===== config.mk =====
export PLATFORM = sky130hd
export DESIGN_NAME = sg_walker
export DESIGN_NICKNAME = d
export VERILOG_FILES = /design/src/rtl/sgw_pkg.sv /design/src/rtl/sgw_word_split.sv /design/src/rtl/sgw_index_gen.sv /design/src/rtl/sg_walker.sv
export SDC_FILE = /design/constraint.sdc
export NUM_CORES = 1
export LEC_CHECK = 0
export CAP_MARGIN = 40
export CORE_ASPECT_RATIO = 1.4
export CORE_MARGIN = 3
export CORE_UTILIZATION = 45
export DETAILED_ROUTE_END_ITERATION = 6
export GPL_TIMING_DRIVEN = 0
export PLACE_DENSITY = 0.9
export REMOVE_ABC_BUFFERS = 1
export SKIP_CTS_REPAIR_TIMING = 1
export SLEW_MARGIN = 10
export SYNTH_ARGS = -nofsm -noshare
export SYNTH_HDL_FRONTEND = slang
export SYNTH_SLANG_ARGS = --single-unit

===== constraint.sdc =====
create_clock -name clk -period 2.6 [get_ports clk]
set_input_delay 0.52 -clock clk [delete_from_list [all_inputs] [get_ports clk]]
set_output_delay 0.52 -clock clk [all_outputs]
set_load 0.005 [all_outputs]

===== src/rtl/sgw_pkg.sv =====
package sgw_pkg;
    localparam int WORD_W   = 32;
    localparam int SEG_LEN_W  = 28;
    localparam int SEG_ADDR_W = 31;
    localparam int END_BIT  = 31;
    localparam int ENTRY_BYTES = 8;

    typedef enum logic [1:0] {
        ST_IDLE    = 2'd0,
        ST_RD_LEN  = 2'd1,
        ST_RD_ADDR = 2'd2,
        ST_EMIT    = 2'd3
    } walk_state_e;
endpackage


===== src/rtl/sgw_word_split.sv =====
module sgw_word_split #(
    parameter int WORD_W  = 32,
    parameter int LEN_W   = 28,
    parameter int SADDR_W = 31,
    parameter int END_BIT = 31
) (
    input  logic [WORD_W-1:0]  word_i,
    output logic [LEN_W-1:0]   len_o,
    output logic               end_o,
    output logic [SADDR_W-1:0] addr_o
);
    // The same bus word is seen either as a length word or as an address word.
    always_comb begin
        len_o  = word_i[LEN_W-1:0];
        end_o  = word_i[END_BIT];
        addr_o = word_i[SADDR_W-1:0];
    end
endmodule


===== src/rtl/sgw_index_gen.sv =====
module sgw_index_gen #(
    parameter int ADDR_W   = 32,
    parameter int MAX_DESC = 256,
    parameter int IDX_W    = 8
) (
    input  logic [ADDR_W-1:0] base_i,
    input  logic [IDX_W-1:0]  idx_i,
    input  logic              hi_word_i,
    output logic [ADDR_W-1:0] addr_o,
    output logic              at_limit_o
);
    localparam logic [ADDR_W-1:0] ALIGN_MASK = ADDR_W'(7);
    localparam logic [IDX_W-1:0]  LAST_IDX   = IDX_W'(MAX_DESC - 1);

    logic [ADDR_W-1:0] entry_off;

    always_comb begin
        entry_off  = ADDR_W'(idx_i) << 3;
        addr_o     = (base_i & ~ALIGN_MASK) + entry_off
                   + (hi_word_i ? ADDR_W'(4) : ADDR_W'(0));
        at_limit_o = (idx_i == LAST_IDX);
    end
endmodule


===== src/rtl/sg_walker.sv =====
module sg_walker
    import sgw_pkg::*;
#(
    parameter int ADDR_W   = 32,
    parameter int MAX_DESC = 256,
    parameter int LEN_W    = SEG_LEN_W,
    parameter int SADDR_W  = SEG_ADDR_W,
    parameter int CNT_W    = $clog2(MAX_DESC + 1)
) (
    input  logic               clk,
    input  logic               rst_n,
    input  logic               start_i,
    input  logic               sg_mode_i,
    input  logic [ADDR_W-1:0]  base_addr_i,
    input  logic [SADDR_W-1:0] direct_addr_i,
    input  logic [LEN_W-1:0]   direct_len_i,
    output logic               mem_req_o,
    output logic [ADDR_W-1:0]  mem_addr_o,
    input  logic               mem_valid_i,
    input  logic [WORD_W-1:0]  mem_data_i,
    output logic               seg_valid_o,
    input  logic               seg_ready_i,
    output logic [SADDR_W-1:0] seg_addr_o,
    output logic [LEN_W-1:0]   seg_len_o,
    output logic               seg_last_o,
    output logic               busy_o,
    output logic               done_o,
    output logic               err_o,
    output logic [CNT_W-1:0]   seg_count_o
);
    localparam int IDX_W = (MAX_DESC > 2) ? $clog2(MAX_DESC) : 1;

    typedef struct packed {
        walk_state_e        st;
        logic [IDX_W-1:0]   idx;
        logic [ADDR_W-1:0]  base;
        logic [LEN_W-1:0]   len;
        logic [SADDR_W-1:0] saddr;
        logic               marked;
        logic [CNT_W-1:0]   cnt;
        logic               done;
        logic               err;
    } walk_regs_t;

    walk_regs_t r_q, r_d;

    logic [LEN_W-1:0]   w_len;
    logic               w_end;
    logic [SADDR_W-1:0] w_addr;
    logic [ADDR_W-1:0]  fetch_addr;
    logic               at_limit;
    logic               final_seg;

    sgw_word_split #(
        .WORD_W (WORD_W),
        .LEN_W  (LEN_W),
        .SADDR_W(SADDR_W),
        .END_BIT(END_BIT)
    ) u_split (
        .word_i(mem_data_i),
        .len_o (w_len),
        .end_o (w_end),
        .addr_o(w_addr)
    );

    sgw_index_gen #(
        .ADDR_W  (ADDR_W),
        .MAX_DESC(MAX_DESC),
        .IDX_W   (IDX_W)
    ) u_index (
        .base_i    (r_q.base),
        .idx_i     (r_q.idx),
        .hi_word_i (r_q.st == ST_RD_ADDR),
        .addr_o    (fetch_addr),
        .at_limit_o(at_limit)
    );

    // Direct mode keeps idx at 0, so the limit can only end a list walk.
    assign final_seg = r_q.marked | at_limit;

    always_comb begin
        r_d      = r_q;
        r_d.done = 1'b0;
        unique case (r_q.st)
            ST_IDLE: begin
                if (start_i) begin
                    r_d.cnt  = '0;
                    r_d.err  = 1'b0;
                    r_d.idx  = '0;
                    r_d.base = base_addr_i;
                    if (sg_mode_i) begin
                        r_d.st = ST_RD_LEN;
                    end else begin
                        r_d.saddr  = direct_addr_i;
                        r_d.len    = direct_len_i;
                        r_d.marked = 1'b1;
                        r_d.st     = ST_EMIT;
                    end
                end
            end
            ST_RD_LEN: begin
                if (mem_valid_i) begin
                    r_d.len    = w_len;
                    r_d.marked = w_end;
                    r_d.st     = ST_RD_ADDR;
                end
            end
            ST_RD_ADDR: begin
                if (mem_valid_i) begin
                    r_d.saddr = w_addr;
                    r_d.st    = ST_EMIT;
                end
            end
            ST_EMIT: begin
                if (seg_ready_i) begin
                    r_d.cnt = r_q.cnt + 1'b1;
                    if (final_seg) begin
                        r_d.done = 1'b1;
                        r_d.err  = ~r_q.marked;
                        r_d.st   = ST_IDLE;
                    end else begin
                        r_d.idx = r_q.idx + 1'b1;
                        r_d.st  = ST_RD_LEN;
                    end
                end
            end
            default: r_d.st = ST_IDLE;
        endcase
    end

    always_ff @(posedge clk or negedge rst_n) begin
        if (!rst_n) begin
            r_q <= '{st: ST_IDLE, default: '0};
        end else begin
            r_q <= r_d;
        end
    end

    assign mem_req_o   = (r_q.st == ST_RD_LEN) || (r_q.st == ST_RD_ADDR);
    assign mem_addr_o  = fetch_addr;
    assign seg_valid_o = (r_q.st == ST_EMIT);
    assign seg_addr_o  = r_q.saddr;
    assign seg_len_o   = r_q.len;
    assign seg_last_o  = final_seg;
    assign busy_o      = (r_q.st != ST_IDLE);
    assign done_o      = r_q.done;
    assign err_o       = r_q.err;
    assign seg_count_o = r_q.cnt;
endmodule


==> flow_metrics.env <==
export IMPL_yosysSeqAreaShare=0.440
export IMPL_powerDensity_nw_per_um2=1130
export IMPL_met3_usage=0.0790
export IMPL_leakagePower_nw=3.74
export IMPL_netlist_area_sq_um=6250
export IMPL_grt_busiest_layer="met2"
export IMPL_synth_edf_count=0
export IMPL_core_rowCount=50
export IMPL_cts_root_buf="clkbuf_16"
export IMPL_viasPerCell=5.43
export IMPL_worst_setup_path_start_kind="flop"
export IMPL_met1_usage=0.224
export IMPL_setup_violations=23
export IMPL_track_usage=0.214
export IMPL_die_x_um=106
export IMPL_yosys_warnings=0
export IMPL_drc_errors=0
export IMPL_drv_slew=0
export IMPL_grt_pass1_vias=5184
export IMPL_start_util=0.463
export IMPL_antenna_found_initial=0
export IMPL_crit_arrival_ns=2.74
export IMPL_io_buffers=229
export IMPL_dpl_cell_area_sq_um=8180
export IMPL_cts_path_max_buffers=2
export IMPL_period_share=1.25
export IMPL_crit_required_ns=2.08
export IMPL_ir_drop_uv=578
export IMPL_final_hold_viol_count=0
export IMPL_drt_pass1_iter_count=5
export IMPL_wl_per_cell_um=18.4
export IMPL_status="complete, but fails checks"
export IMPL_gr_total_overflow=0
export IMPL_nets=954
export IMPL_htree_levels=3
export IMPL_drt_wl_total_um=18300
export IMPL_num_vias=5410
export IMPL_max_freq_ghz=0.307
export IMPL_numCtsBuffers=9
export IMPL_syn_inst=646
export IMPL_synth_seq_cells=110
export IMPL_cp_end_kind="primary output"
export IMPL_yosysMostFrequentCell="dfrtp_1"
export IMPL_final_util=0.655
export IMPL_gp_congestion=0.817
export IMPL_pin_count=235
export IMPL_tightest_slew_ns=0.802
export IMPL_antenna_cells=0
export IMPL_synthTopCellsByCount="dfrtp_1 (110), nor2_1 (81), a21oi_1 (76), buf_4 (75), a22oi_1 (58)"
export IMPL_skew_ns=0.00968
export IMPL_synth_top_cell_area_share=0.440
export IMPL_syn_area_per_cell_sq_um=9.67
export IMPL_violations="setup timing"
export IMPL_syn_to_final_growth_pct=41.6
export IMPL_worst_slack_ns=-0.658
export IMPL_clock_sinks=110
export IMPL_grt_max_degree=69
export IMPL_clkLatencyLatePin_ns=0.34
export IMPL_synth_cell_types=55
export IMPL_path_class="reg -> out"
export IMPL_timing_slew_headroom=0.464
export IMPL_final_area_sq_um=8850
export IMPL_finalSetupTns_ns=-8.23
export IMPL_die_h_um=145
export IMPL_cap_violations=0
export IMPL_drive_gt1_frac=0.188
export IMPL_met2_usage=0.390
export IMPL_fp_coreArea_sq_um=13500
export IMPL_fin_crit_ns=3.26
export IMPL_hpwlAfterDp_um=12700
export IMPL_drt_iter0_drc=268
export IMPL_grt_pass1_wl_um=26500
export IMPL_die_area_sq_um=15400
export IMPL_ant_nets=0
export IMPL_netlist_top_cells_area="dfrtp_1 (44%), buf_4 (9.0%), a22oi_1 (7.0%)"
export IMPL_tritoncts="built"
export IMPL_grt_setup_unrepaired="yes"
export IMPL_hp_class="in -> async"
export IMPL_synthFlopType="dfrtp_1"
export IMPL_yosysTopAreaCell="dfrtp_1"
export IMPL_path_clk_slew_ns=0.07
export IMPL_synthArstFlopShare=1.00
export IMPL_crit_fanout=3
==> critical path, stage by stage, from the launching register on <==
cell and delay (ns):
dfrtp_1 0.41, ha_2 0.21, inv_2 0.04, fa_2 0.33, nand2b_4 0.15, a21o_1 0.22
a31oi_4 0.25, buf_6 0.14, buf_6 0.10, buf_6 0.09, nand3_2 0.08, xnor2_1 0.22
buf_2 0.15
==> worst paths after layout <==
check	startpoint	to	slack, ns	cells after the start
max	r_q[103]	mem_addr_o[13]	-0.66	12
min	rst_n	r_q[102]	0.09	1
max reg2reg	r_q[111]	seg_addr_o[23]	0.35	7
min reg2reg	r_q[74]	r_q[74]	0.52	1
max in group asynchronous	rst_n	seg_len_o[0]	1.83	2
min in group clk	r_q[74]	r_q[74]	0.52	1
==> per-layer routing <==
metal | vias to the layer above | share of wire
met5 | - | 0
met4 | 0 | 0.037
met3 | 47 | 0.097
met2 | 277 | 0.52
met1 | 2568 | 0.35
li1 | 2518 | -
==> area by class of cell <==
class	count	area [sq um]
inverters	12	45.0
flip-flops and latches	110	2760
well taps	182	228
repair buffers	259	2510
fillers	1037	4660
clock inverters	5	81.3
multi-input cells	418	2990
clock buffers	11	233
==> logic make-up after synthesis <==
group | Yosys count | synth area share
AO/OA/AOI/OAI | 166 | 0.171
XOR/XNOR | 35 | 0.0490
adder cells (fa/ha/maj) | 15 | 0.0312
buffers and inverters | 120 | 0.120
flip-flops | 110 | 0.440
multiplexers | 33 | 0.0597
other | 1 | 0.000600
AND/OR/NAND/NOR | 166 | 0.128
==> placed cells by master (no fill, tap or decap), types with 9 or more instances in the layout <==
cell	instances
a22oi_1	58
nor2_1	79
nand2_1	17
clkdlybuf4s50_1	201
nand4_1	10
clkbuf_16	9
mux2_2	30
buf_4	13
nand3_1	9
buf_2	23
inv_1	9
xnor2_1	22
dfrtp_1	107
buf_6	14
a21oi_1	74
xor2_1	10
==> where the power goes <==
part,total (mW),internal (mW),switching (mW)
sequential,3.19,2.53,0.657
combinational,5.31,2.79,2.52
clock,1.47,0.848,0.618
total,9.96,6.17,3.79
==> sequential cells by signal (all words and copies together), names as in the netlist <==
register and cells:
err_o 1, seg_count_o 9, seg_addr_o 31, done_o 1
seg_len_o 28, r_q 40
==> per-stage QoR <==
step / total power [mW] / instances / hold slack, ns / worst slack, ns
after floorplan: 5.59 / 539 / 0.224 / -0.851
after global placement: 8.15 / 950 / 0.495 / -3.39
after detailed placement: 8.40 / 954 / 0.467 / -0.820
after CTS: 9.91 / 970 / 0.0972 / -1.20
after global routing: 10.6 / 997 / 0.111 / -0.742
final: 9.96 / 997 / 0.0923 / -0.658
No activity file was read; power rests on OpenSTA's default activity.
